===== src/rtl/wwdt_pkg.sv =====
package wwdt_pkg;

   typedef enum logic [1:0] {
      VERDICT_NONE  = 2'd0,
      VERDICT_EARLY = 2'd1,
      VERDICT_OK    = 2'd2,
      VERDICT_LATE  = 2'd3
   } verdict_e;

   typedef enum logic {
      PH_WATCH = 1'b0,
      PH_HOLD  = 1'b1
   } phase_e;

endpackage


===== src/rtl/wwdt_cfg_check.sv =====
module wwdt_cfg_check #(
   parameter int CNT_W   = 16,
   parameter int ERR_W   = 4,
   parameter bit REG_OUT = 1'b0
) (
   input  logic             clk,
   input  logic             rst_n,
   input  logic [CNT_W-1:0] lim_lo_i,
   input  logic [CNT_W-1:0] lim_hi_i,
   input  logic [CNT_W-1:0] lim_end_i,
   input  logic [ERR_W-1:0] err_tol_i,
   output logic             bad_o
);

   logic bad_now;

   always_comb begin
      bad_now = 1'b0;
      if (!(lim_lo_i < lim_hi_i)) bad_now = 1'b1;
      if (!(lim_hi_i < lim_end_i)) bad_now = 1'b1;
      if (err_tol_i == '0) bad_now = 1'b1;
   end

   generate
      if (REG_OUT) begin : g_reg
         logic bad_q;
         always_ff @(posedge clk or negedge rst_n) begin
            if (!rst_n) bad_q <= 1'b1;
            else        bad_q <= bad_now;
         end
         assign bad_o = bad_q;
      end else begin : g_comb
         logic unused_clk;
         assign unused_clk = clk ^ rst_n;
         assign bad_o = bad_now;
      end
   endgenerate

endmodule


===== src/rtl/wwdt_window.sv =====
module wwdt_window
   import wwdt_pkg::*;
#(
   parameter int CNT_W = 16
) (
   input  logic             clk,
   input  logic             rst_n,
   input  logic             run_i,
   input  logic             refresh_i,
   input  logic [CNT_W-1:0] lim_lo_i,
   input  logic [CNT_W-1:0] lim_hi_i,
   input  logic [CNT_W-1:0] lim_end_i,
   output verdict_e         verdict_o,
   output logic             expire_o,
   output logic [CNT_W-1:0] cnt_o
);

   localparam logic [CNT_W-1:0] CNT_TOP = {CNT_W{1'b1}};

   logic [CNT_W-1:0] cnt_q;

   always_ff @(posedge clk or negedge rst_n) begin
      if (!rst_n)              cnt_q <= '0;
      else if (!run_i)         cnt_q <= '0;
      else if (refresh_i)      cnt_q <= '0;
      else if (cnt_q != CNT_TOP) cnt_q <= cnt_q + 1'b1;
   end

   always_comb begin
      verdict_o = VERDICT_NONE;
      if (run_i && refresh_i) begin
         if (cnt_q < lim_lo_i)      verdict_o = VERDICT_EARLY;
         else if (cnt_q > lim_hi_i) verdict_o = VERDICT_LATE;
         else                       verdict_o = VERDICT_OK;
      end
   end

   assign expire_o = run_i && !refresh_i && (cnt_q == lim_end_i);
   assign cnt_o    = cnt_q;

   AST_RESTART_ON_REFRESH: assert property (@(posedge clk) disable iff (!rst_n)
      run_i && refresh_i |=> cnt_q == '0);
   AST_COUNT_ADVANCES: assert property (@(posedge clk) disable iff (!rst_n)
      run_i && !refresh_i && cnt_q != CNT_TOP |=> cnt_q == $past(cnt_q) + 1'b1);

endmodule


===== src/rtl/wwdt_accum.sv =====
module wwdt_accum #(
   parameter int ERR_W = 4
) (
   input  logic             clk,
   input  logic             rst_n,
   input  logic             clear_i,
   input  logic             inc_i,
   input  logic             dec_i,
   input  logic [ERR_W-1:0] tol_i,
   output logic [ERR_W-1:0] acc_o,
   output logic             trip_o
);

   localparam int             SUM_W   = ERR_W + 1;
   localparam logic [ERR_W-1:0] ACC_TOP = {ERR_W{1'b1}};

   logic [ERR_W-1:0] acc_q;
   logic [SUM_W-1:0] acc_next_w;

   assign acc_next_w = {1'b0, acc_q} + SUM_W'(1);
   assign trip_o     = inc_i && (acc_next_w >= {1'b0, tol_i});

   always_ff @(posedge clk or negedge rst_n) begin
      if (!rst_n)                     acc_q <= '0;
      else if (clear_i)               acc_q <= '0;
      else if (inc_i) begin
         if (acc_q != ACC_TOP)        acc_q <= acc_q + 1'b1;
      end
      else if (dec_i && acc_q != '0)  acc_q <= acc_q - 1'b1;
   end

   assign acc_o = acc_q;

   AST_ACC_PAYBACK: assert property (@(posedge clk) disable iff (!rst_n)
      !clear_i && !inc_i && dec_i && acc_q != '0 |=> acc_q == $past(acc_q) - 1'b1);
   AST_ACC_FLOOR: assert property (@(posedge clk) disable iff (!rst_n)
      !clear_i && !inc_i && dec_i && acc_q == '0 |=> acc_q == '0);
   AST_ACC_RISE: assert property (@(posedge clk) disable iff (!rst_n)
      !clear_i && inc_i && acc_q != ACC_TOP |=> acc_q == $past(acc_q) + 1'b1);

endmodule


===== src/rtl/win_watchdog.sv =====
module win_watchdog
   import wwdt_pkg::*;
#(
   parameter int CNT_W    = 16,
   parameter int ERR_W    = 4,
   parameter int HOLD_CYC = 4,
   parameter bit CFG_REG  = 1'b0
) (
   input  logic             clk,
   input  logic             rst_n,
   input  logic             refresh_i,
   input  logic [CNT_W-1:0] lim_lo_i,
   input  logic [CNT_W-1:0] lim_hi_i,
   input  logic [CNT_W-1:0] lim_end_i,
   input  logic [ERR_W-1:0] err_tol_i,
   input  logic             early_counts_i,
   input  logic             late_counts_i,
   output logic             early_err_o,
   output logic             late_err_o,
   output logic [ERR_W-1:0] err_cnt_o,
   output logic             wd_rst_o,
   output logic             cfg_err_o
);

   localparam int            HOLD_W    = (HOLD_CYC > 1) ? $clog2(HOLD_CYC) : 1;
   localparam logic [HOLD_W-1:0] HOLD_LAST = HOLD_W'(HOLD_CYC - 1);

   generate
      if (CNT_W < 2) begin : g_bad_cnt_w
         $error("win_watchdog: CNT_W must be at least 2");
      end
      if (ERR_W < 1) begin : g_bad_err_w
         $error("win_watchdog: ERR_W must be at least 1");
      end
      if (HOLD_CYC < 1) begin : g_bad_hold
         $error("win_watchdog: HOLD_CYC must be at least 1");
      end
   endgenerate

   phase_e            phase_q;
   logic [HOLD_W-1:0] hold_q;
   logic              cfg_bad;
   logic              run;
   verdict_e          verdict;
   logic              expire;
   logic [CNT_W-1:0]  win_cnt;
   logic              acc_inc;
   logic              acc_dec;
   logic              acc_trip;
   logic              hold_done;
   logic              go_hold;
   logic              early_q;
   logic              late_q;

   wwdt_cfg_check #(
      .CNT_W   (CNT_W),
      .ERR_W   (ERR_W),
      .REG_OUT (CFG_REG)
   ) u_cfg (
      .clk       (clk),
      .rst_n     (rst_n),
      .lim_lo_i  (lim_lo_i),
      .lim_hi_i  (lim_hi_i),
      .lim_end_i (lim_end_i),
      .err_tol_i (err_tol_i),
      .bad_o     (cfg_bad)
   );

   assign run = !cfg_bad && (phase_q == PH_WATCH);

   wwdt_window #(
      .CNT_W (CNT_W)
   ) u_window (
      .clk       (clk),
      .rst_n     (rst_n),
      .run_i     (run),
      .refresh_i (refresh_i),
      .lim_lo_i  (lim_lo_i),
      .lim_hi_i  (lim_hi_i),
      .lim_end_i (lim_end_i),
      .verdict_o (verdict),
      .expire_o  (expire),
      .cnt_o     (win_cnt)
   );

   assign acc_inc = ((verdict == VERDICT_EARLY) && early_counts_i)
                 || ((verdict == VERDICT_LATE) && late_counts_i);
   assign acc_dec = (verdict == VERDICT_OK);
   assign hold_done = (phase_q == PH_HOLD) && (hold_q == '0);

   wwdt_accum #(
      .ERR_W (ERR_W)
   ) u_accum (
      .clk     (clk),
      .rst_n   (rst_n),
      .clear_i (hold_done),
      .inc_i   (acc_inc),
      .dec_i   (acc_dec),
      .tol_i   (err_tol_i),
      .acc_o   (err_cnt_o),
      .trip_o  (acc_trip)
   );

   assign go_hold = expire || acc_trip;

   always_ff @(posedge clk or negedge rst_n) begin
      if (!rst_n) begin
         phase_q <= PH_WATCH;
         hold_q  <= '0;
      end else if (phase_q == PH_WATCH) begin
         if (go_hold) begin
            phase_q <= PH_HOLD;
            hold_q  <= HOLD_LAST;
         end
      end else if (hold_q == '0) begin
         phase_q <= PH_WATCH;
      end else begin
         hold_q <= hold_q - 1'b1;
      end
   end

   always_ff @(posedge clk or negedge rst_n) begin
      if (!rst_n) begin
         early_q <= 1'b0;
         late_q  <= 1'b0;
      end else if (hold_done) begin
         early_q <= 1'b0;
         late_q  <= 1'b0;
      end else begin
         if (verdict == VERDICT_EARLY) early_q <= 1'b1;
         if (verdict == VERDICT_LATE)  late_q  <= 1'b1;
      end
   end

   assign early_err_o = early_q;
   assign late_err_o  = late_q;
   assign wd_rst_o    = (phase_q == PH_HOLD);
   assign cfg_err_o   = cfg_bad;

   AST_EARLY_FLAGGED: assert property (@(posedge clk) disable iff (!rst_n)
      run && refresh_i && win_cnt < lim_lo_i |=> early_err_o);
   AST_LATE_FLAGGED: assert property (@(posedge clk) disable iff (!rst_n)
      run && refresh_i && win_cnt > lim_hi_i |=> late_err_o);
   AST_NO_RESPONSE: assert property (@(posedge clk) disable iff (!rst_n)
      run && !refresh_i && win_cnt == lim_end_i |=> wd_rst_o);
   AST_TOLERANCE_TRIP: assert property (@(posedge clk) disable iff (!rst_n)
      !wd_rst_o && acc_inc && ({1'b0, err_cnt_o} + 1'b1) >= {1'b0, err_tol_i} |=> wd_rst_o);
   AST_LOG_ONLY_EARLY: assert property (@(posedge clk) disable iff (!rst_n)
      verdict == VERDICT_EARLY && !early_counts_i |=> $stable(err_cnt_o));
   AST_LOG_ONLY_LATE: assert property (@(posedge clk) disable iff (!rst_n)
      verdict == VERDICT_LATE && !late_counts_i |=> $stable(err_cnt_o));
   AST_CLEAN_EXIT: assert property (@(posedge clk) disable iff (!rst_n)
      $fell(wd_rst_o) |-> err_cnt_o == '0 && !early_err_o && !late_err_o && win_cnt == '0);
   AST_CFG_QUIET: assert property (@(posedge clk) disable iff (!rst_n)
      cfg_err_o && !wd_rst_o |=> !wd_rst_o);
   AST_CFG_FLAGS_FROZEN: assert property (@(posedge clk) disable iff (!rst_n)
      cfg_err_o && !wd_rst_o |=> $stable(early_err_o) && $stable(late_err_o));

endmodule


===== config.mk =====
export PLATFORM = sky130hd
export DESIGN_NAME = win_watchdog
export DESIGN_NICKNAME = d
export VERILOG_FILES = /design/src/rtl/wwdt_pkg.sv /design/src/rtl/wwdt_cfg_check.sv /design/src/rtl/wwdt_window.sv /design/src/rtl/wwdt_accum.sv /design/src/rtl/win_watchdog.sv
export SDC_FILE = /design/constraint.sdc
export NUM_CORES = 1
export LEC_CHECK = 0
export CORE_ASPECT_RATIO = 0.7
export CORE_MARGIN = 1
export CORE_UTILIZATION = 26
export CTS_BUF_LIST = sky130_fd_sc_hd__clkbuf_8
export DETAILED_ROUTE_END_ITERATION = 7
export PLACE_DENSITY = 0.45
export SLEW_MARGIN = 15
export SYNTH_ARGS = -nofsm -noshare
export SYNTH_HDL_FRONTEND = slang
export SYNTH_HIERARCHICAL = 1
export SYNTH_SLANG_ARGS = --single-unit
export TNS_END_PERCENT = 30

===== constraint.sdc =====
create_clock -name clk -period 7.5 [get_ports clk]
set_input_delay 1.875 -clock clk [delete_from_list [all_inputs] [get_ports clk]]
set_output_delay 1.875 -clock clk [all_outputs]
set_load 0.02 [all_outputs]

==> results.tsv, run 1 <==
metric	value	unit
antenna violations before repair	0	
drc violations	0	
pre-CTS setup slack	1.24	ns
Critical Path Start Type	input pin	
post-synthesis sequential area ratio	18.6	%
Final Hold Fails	0	
Worst-Margin Slew	0.585	ns
CP top delay family	buffers and inverters	
CP dominant cell by count	clkdlybuf4s50_1	
Cell Pwr Density	141	nW/um^2
r2r endpoint	u_accum/acc_o[3]	
crit-path cells	clkdlybuf4s50_1 > inv_1 > ha_1 > a2111oi_4 > nor3_1 > o311ai_1 > nand4_1 > clkdlybuf4s50_1	
Max Slew Vio Count	0	
CP endpoint kind	primary output	
Final Power	594	uW
Cells after Synth	414	
Clock Tree Root	clkbuf_8	
io pins	65	
Hold EP	late_err_o	
Seq cells post-synth	25	
Critical Path AT	4.34	ns
DRT iter0 DRCs	113	
Die Ht	97.0	um
post-DP HPWL	8.17	mm
CP required	5.62	ns
vias per cell	4.69	
DR pass1 iterations	4	
Finished Cell Area	4210	sq um
Yosys cell types	56	
leakage	2.12	nW
Initial Util	26.8	%
final WL	9.49	mm
total track usage	14.5	%
GR Overflow Total	0	
Reg clk slew, reported paths	0.10	ns
Buf/Inv on CP	3	
Critical Path Fanout Max	3	
H-tree depth	1	
Synth Cell Area	3350	sq um
slowest CP cell	clkdlybuf4s50_1	
largest net degree at the start of global routing	26	
Post-Syn Area per Cell	8.10	sq um
final cell count without fillers	640	
antenna cells	0	
postcts setup bufs	0	
Hold Path Class	flop to flop	
R2R setup slack	3.89	ns
# resized after CTS	0	
status	finished clean	
gpl congestion	0.775	
clock buffer count from CTS	3	
Placed Area	4170	sq um
Max Clk Rate	161	MHz
share of synthesized registers carrying an async set or reset	100	%
Syn Nets	543	
setup tns final	0	ns
Synth warnings	6	
period utilisation layout	82.9	%
area delta synth->final	25.6	%
IO Port Bufs	64	
layout cells sized above 1	3.97	%
clock skew	0.0165	ns
die area	13400	sq um
worst hold start	late_err_o	
Final nets	608	
row count	34	
worst skew pair latency	0.27	ns
DR WL/cell	14.8	um
CTS max path bufs	2	
worst hold path cell count	2	
# Max-Cap Violations	0	
launching point of the worst reg2reg path	u_window/cnt_o[15]	
Peak supply drop	0.125	mV
crit-path max cell delay	0.60	ns
setup violators final	0	
vias in the first global route	3025	
EDFF count, synth	0	
CTS tree	built	
Worst R2R Path Depth	14	
Die W	138	um
Max-slew headroom	61.0	%
kind of critical path	input pin to primary output	
setup ws final	1.28	ns
CTS sink cnt	25	
RSZ-0062 raised after global routing	no	
first-pass GRT wire length	15.3	mm
DRT antenna net count	0	
dpl cells	636	
Period minus WS final	6.22	ns
core box area	12500	sq um
Hold-fix buffers, CTS	0	
Synth Flop Type	dfrtp_1	
vias	3004	
layout by cell type (no fill, tap or decap), types with 2 or more instances in the layout:
cell | netlist | routed
a21boi_0 | 2 | 2
a21o_1 | 5 | 5
a21oi_1 | 28 | 28
a221o_1 | 2 | 2
and2_1 | 3 | 3
and4_1 | 3 | 3
buf_4 | 0 | 2
clkbuf_8 | 0 | 3
clkdlybuf4s50_1 | 0 | 64
dfrtp_1 | 25 | 25
ha_1 | 71 | 71
inv_1 | 73 | 73
mux2i_1 | 3 | 3
nand2_1 | 28 | 28
nand2b_1 | 3 | 3
nand3_1 | 9 | 9
nand4_1 | 11 | 11
nor2_1 | 33 | 33
nor2b_1 | 7 | 7
nor3_1 | 8 | 8
nor4_1 | 6 | 6
o2111ai_1 | 3 | 3
o211ai_1 | 5 | 5
o21ai_0 | 15 | 15
o21ai_1 | 4 | 4
o22ai_1 | 2 | 2
or4_1 | 3 | 3
xnor2_1 | 4 | 4
xor2_1 | 25 | 25
metrics by stage:
step                      util [%]  hold slack, ns
after floorplan                  -           0.507
after global placement        33.3           0.497
after detailed placement      33.3           0.497
after CTS                     33.7           0.521
after global routing          33.7           0.552
final                         33.7           0.513
worst register-to-register path: stages, from the launching register on:
cell      delay [ns]
dfrtp_1         0.51
ha_1            0.36
nand4_1         0.14
nor4_1          0.36
a21boi_0        0.27
o31ai_1         0.12
a21oi_1         0.31
nor2b_1         0.21
buf_4           0.20
inv_2           0.08
ha_1            0.29
a21o_1          0.15
a21oi_1         0.23
nor2_1          0.08
a311oi_1        0.24
cell usage after synthesis, types with 2 or more instances:
library cell / n / area share [%]
a21o_1: 5 / 1.1
nor2b_1: 7 / 1.3
nand4_1: 11 / 2.1
o22ai_1: 2 / 0.37
nor4_1: 6 / 1.1
or4_1: 3 / 0.67
buf_6: 3 / 1.0
dfrtp_1: 25 / 19
a21oi_1: 28 / 4.2
nor2_1: 33 / 3.7
a21boi_0: 2 / 0.45
a221o_1: 2 / 0.60
ha_1: 71 / 26
nor3_1: 8 / 1.2
xnor2_1: 4 / 1.0
o211ai_1: 5 / 1.1
and2_1: 3 / 0.56
and4_1: 3 / 0.78
nand2b_1: 3 / 0.56
inv_1: 73 / 8.2
nand2_1: 28 / 3.1
o2111ai_1: 3 / 0.78
o21ai_1: 4 / 0.60
nand3_1: 9 / 1.3
buf_2: 2 / 0.30
o21ai_0: 15 / 2.2
mux2i_1: 3 / 0.90
xor2_1: 25 / 6.5
routing by layer:
layer / routed length (um) / track usage (%)
met5: 0 / 0
met4: 66 / 1.59
met3: 430 / 1.89
met2: 3870 / 21.3
met1: 5120 / 22.6
flip-flops by register name (all words and copies together), names as in the netlist:
register / cells
late_err_o: 1
u_accum/acc_o: 4
wd_rst_o: 1
hold_q: 2
early_err_o: 1
u_window/cnt_o: 16
power breakdown:
part / total [mW] / switching (mW) / internal, mW
sequential: 0.195 / 0.0386 / 0.157
clock: 0.0808 / 0.0432 / 0.0376
combinational: 0.318 / 0.159 / 0.159
total: 0.594 / 0.241 / 0.353
cell families (layout without fill, tap and decap cells):
group | after synthesis | after routing | share of synthesized area [%]
compound gates | 81 | 81 | 16.3
xor+xnor | 29 | 29 | 7.57
fa+ha+maj | 72 | 72 | 27.1
buf+inv | 80 | 144 | 9.70
flops | 25 | 25 | 18.6
mux | 4 | 4 | 1.34
simple gates | 123 | 123 | 19.3
how the worst max path moves through the flow:
stage / cells past startpoint / startpoint / to / slack (ns)
after floorplan: 16 / lim_end_i[15] / u_accum/acc_o[3] / 2.24
after global routing: 8 / lim_hi_i[1] / cfg_err_o / 1.16
after CTS: 8 / lim_hi_i[1] / cfg_err_o / 1.22
final: 8 / lim_hi_i[1] / cfg_err_o / 1.28
after global placement: 8 / lim_hi_i[1] / cfg_err_o / 1.24
after detailed placement: 8 / lim_hi_i[1] / cfg_err_o / 1.24
final cells by class:
cell class | count | area [sq um]
fill | 1313 | 8290
multi-input combinational | 309 | 2400
timing repair buffer | 66 | 656
sequential | 25 | 626
inverter | 74 | 278
tap | 162 | 203
clock buffer | 3 | 41.3
clock inverter | 1 | 7.51
Note: power is estimated with default switching activity, not from simulation.
==> run 2, diff against run 1 <==
- PLACE_DENSITY: 0.45 -> 0.46
- clock period: 7.5 -> 5.62 ns (I/O delays scaled with it)
==> results.tsv, run 2 (synthesis gave the netlist of run 1 again) <==
metric	value	unit
vias	2990	
dpl cells	636	
area delta synth->final	25.6	%
Final Power	793	uW
Critical Path Fanout Max	3	
Hold Path Class	flop to flop	
total track usage	14.7	%
largest net degree at the start of global routing	26	
postcts setup bufs	0	
kind of critical path	input pin to primary output	
minimum hold slack	0.515	ns
Critical Path Start Type	input pin	
worst hold path cell count	2	
Final Hold Fails	0	
setup tns final	0	ns
vias per cell	4.67	
DRT antenna net count	0	
pre-CTS setup slack	0.227	ns
Cell Pwr Density	188	nW/um^2
Worst R2R Path Depth	13	
Die W	138	um
clock skew	0.0206	ns
Initial Util	26.8	%
DRT iter0 DRCs	108	
CTS tree	built	
setup violators final	0	
GR Util met1	22.9	%
launching point of the worst reg2reg path	u_window/cnt_o[13]	
CP endpoint kind	primary output	
worst hold start	late_err_o	
CTS sink cnt	25	
grt peak-use layer	met1	
vias in the first global route	3077	
io pins	65	
Max Clk Rate	188	MHz
final WL	9.39	mm
setup ws final	0.305	ns
R2R setup slack	2.13	ns
leakage	2.12	nW
Buf/Inv on CP	3	
multi-input logic area	2400	sq um
final core area utilization	33.7	%
Finished Cell Area	4210	sq um
DR pass1 iterations	4	
worst skew pair latency	0.28	ns
# resized after CTS	0	
CP top delay family	buffers and inverters	
Critical Path AT	3.91	ns
period utilisation layout	94.6	%
antenna cells	0	
Worst-Margin Slew	0.590	ns
RSZ-0062 raised after global routing	no	
row count	34	
Hold-fix buffers, CTS	0	
M2 GR Usage	21.6	%
gpl congestion	0.829	
Final nets	608	
r2r endpoint	u_accum/acc_o[3]	
CP dominant cell by count	clkdlybuf4s50_1	
Largest register FFs	16	
FF/Latch Area	626	sq um
crit-path cells	clkdlybuf4s50_1 > inv_1 > ha_1 > a2111oi_4 > nor3_1 > o311ai_1 > nand4_1 > clkdlybuf4s50_1	
most common cell after layout, fill and taps aside	inv_1	
commonest non-fill, non-tap cells in the layout	73 x inv_1, 71 x ha_1, 64 x clkdlybuf4s50_1	
Hold EP	late_err_o	
CTS max path bufs	2	
Max-slew headroom	60.6	%
Reg clk slew, reported paths	0.11	ns
CP required	4.22	ns
final cell count without fillers	640	
met3 Resource Use GR	1.42	%
drc violations	0	
Period minus WS final	5.32	ns
H-tree depth	1	
Placed Area	4170	sq um
Die Ht	97.0	um
crit-path max cell delay	0.61	ns
post-DP HPWL	8.06	mm
core box area	12500	sq um
GR Overflow Total	0	
IO Port Bufs	64	
first-pass GRT wire length	15.5	mm
clock buffer count from CTS	3	
DR WL/cell	14.7	um
# Max-Cap Violations	0	
layout cells sized above 1	3.97	%
status	finished clean	
slowest CP cell	clkdlybuf4s50_1	
antenna violations before repair	0	
Max Slew Vio Count	0	
Peak supply drop	0.156	mV
die area	13400	sq um
number of fill cells in the layout	1338	
Clock Tree Root	clkbuf_8	
run 2: cell counts in the layout (fill, tap and decap cells not counted):
Identical to the previous run, type by type.
run 2: layout make-up:
class | instances | area share (%)
clock buffers | 3 | 0.980
repair buffers | 66 | 15.6
flip-flops and latches | 25 | 14.8
inverters | 74 | 6.59
well taps | 162 | 4.81
multi-input cells | 309 | 57.0
clock inverters | 1 | 0.178
run 2: report_power, final:
group          switching [mW]  internal, mW
registers              0.0487         0.209
logic                   0.209         0.212
clock network          0.0638        0.0504
total                   0.322         0.472
run 2: how the worst max path moves through the flow:
stage                     cells after the start     startpoint               end  slack [ns]
after global routing                          8    lim_hi_i[1]         cfg_err_o        0.18
after global placement                        8    lim_hi_i[1]         cfg_err_o        0.27
after CTS                                     8    lim_hi_i[1]         cfg_err_o        0.24
after detailed placement                     18    lim_hi_i[1]  u_accum/acc_o[3]        0.23
final                                         8    lim_hi_i[1]         cfg_err_o        0.30
after floorplan                              16  lim_end_i[15]  u_accum/acc_o[3]        0.83
run 2: per-layer routing:
layer | wire, um | part of all wire [%] | vias up
li1 | - | - | 1569
met1 | 5190 | 55 | 1371
met2 | 3720 | 40 | 44
met3 | 395 | 4.2 | 6
met4 | 79 | 0.84 | 0
met5 | 0 | 0 | -
run 2: tightest hold or removal path, delay by kind of cell (launching register included):
| family | cells | cell delay [ns] |
|---|---|---|
| AND/OR/NAND/NOR | 1 | 0.08 |
| AO/OA/AOI/OAI | 1 | 0.04 |
| flip-flops | 1 | 0.36 |
==> run 3, diff against run 2 <==
- REMOVE_ABC_BUFFERS: unset -> 1
==> results.tsv, run 3 (synthesis gave the netlist of run 1 again) <==
metric	value	unit
io pins	65	
DR pass1 iterations	4	
crit-path cells	clkdlybuf4s50_1 > inv_1 > ha_1 > a2111oi_4 > nor3_1 > o311ai_1 > nand4_1 > clkdlybuf4s50_1	
Max-slew headroom	69.2	%
Clock Tree Root	clkbuf_8	
first-pass GRT wire length	15.5	mm
RSZ-0062 raised after global routing	no	
post-DP HPWL	8.24	mm
CP required	4.22	ns
# Max-Cap Violations	0	
largest net degree at the start of global routing	26	
Worst-Margin Slew	0.450	ns
final cell count without fillers	641	
vias per cell	4.71	
Die Ht	97.0	um
Initial Util	26.8	%
kind of critical path	input pin to primary output	
R2R setup slack	2.15	ns
period utilisation layout	94.0	%
layout cells sized above 1	3.97	%
status	finished clean	
vias	3022	
CTS tree	built	
IO Port Bufs	64	
Worst R2R Path Depth	13	
launching point of the worst reg2reg path	u_window/cnt_o[12]	
Largest register FFs	16	
GR Overflow Total	0	
Hold EP	late_err_o	
DRT antenna net count	0	
# resized after CTS	0	
DRT iter0 DRCs	116	
Critical Path Start Type	input pin	
most common cell after layout, fill and taps aside	inv_1	
CP dominant cell by count	clkdlybuf4s50_1	
vias in the first global route	3051	
setup tns final	0	ns
CTS max path bufs	2	
Cell Pwr Density	190	nW/um^2
core box area	12500	sq um
area delta synth->final	25.7	%
r2r endpoint	u_accum/acc_o[3]	
gpl congestion	0.796	
Max Clk Rate	189	MHz
worst skew pair latency	0.27	ns
antenna violations before repair	0	
CTS sink cnt	25	
final WL	9.53	mm
slowest CP cell	clkdlybuf4s50_1	
number of fill cells in the layout	1345	
antenna cells	0	
Period minus WS final	5.28	ns
total track usage	14.7	%
Final nets	609	
dpl cells	637	
CP endpoint kind	primary output	
Die W	138	um
worst hold start	late_err_o	
Peak supply drop	0.163	mV
leakage	2.13	nW
Final Power	803	uW
setup violators final	0	
commonest non-fill, non-tap cells in the layout	74 x inv_1, 71 x ha_1, 64 x clkdlybuf4s50_1	
Hold Path Class	flop to flop	
Reg clk slew, reported paths	0.09	ns
crit-path max cell delay	0.60	ns
H-tree depth	1	
row count	34	
postcts setup bufs	0	
drc violations	0	
clock skew	0.00670	ns
FF/Latch Area	626	sq um
clock buffer count from CTS	3	
Critical Path AT	3.88	ns
multi-input logic area	2400	sq um
Final Hold Fails	0	
Max Slew Vio Count	0	
Hold-fix buffers, CTS	0	
DR WL/cell	14.9	um
Critical Path Fanout Max	3	
die area	13400	sq um
worst hold path cell count	2	
run 3: changes by cell type in the layout (fill, tap and decap cells not counted), sizes merged:
cell	delta
inv	+1
clkinvlp	-1
buf	+1
run 3: layout make-up:
class                      instances  area share (%)
clock buffer                       3           0.979
clock inverter                     1          0.0890
tap                              162            4.81
inverter                          74            6.59
timing repair buffer              67            15.7
sequential                        25            14.8
multi-input combinational        309            57.0
run 3: report_power, final:
part	internal (mW)	switching (mW)	total [mW]
Combinational	0.215	0.220	0.435
Clock	0.0489	0.0579	0.107
Sequential	0.209	0.0520	0.261
Total	0.473	0.330	0.803
run 3: critical path: cells and delay by family:
family,cells,cell delay (ns)
AOI/OAI and AO/OA,2,0.65
adders and majority gates,1,0.31
buffers and inverters,3,1.19
and+or+nand+nor,2,0.32
run 3: metrics by stage:
stage	setup WS, ns	utilization, %	instance area (sq um)	hold slack, ns
5_1_grt	0.163	33.7	4220	0.553
2_1_floorplan	0.826	-	3310	0.507
6_report	0.336	33.7	4220	0.515
4_1_cts	0.249	33.7	4220	0.521
3_5_place_dp	0.264	33.4	4170	0.499
3_3_place_gp	0.268	33.4	4170	0.496
run 3: metal layers:
| metal | track usage, % | routed length [um] | vias to the layer above |
|---|---|---|---|
| met5 | 0 | 0 | - |
| met3 | 1.52 | 497 | 6 |
| met4 | 2.42 | 85 | 0 |
| met2 | 21.6 | 3780 | 51 |
| met1 | 23.1 | 5170 | 1393 |
| li1 | - | - | 1572 |
run 3: worst max-delay path by stage:
stage	start	end	slack, ns	depth (start not counted)
CTS	lim_hi_i[1]	cfg_err_o	0.25	8
global route	lim_hi_i[1]	cfg_err_o	0.16	8
detailed placement	lim_hi_i[1]	cfg_err_o	0.26	8
global placement	lim_hi_i[1]	u_accum/acc_o[1]	0.27	17
finish	lim_hi_i[1]	cfg_err_o	0.34	8
floorplan	lim_end_i[15]	u_accum/acc_o[3]	0.83	16
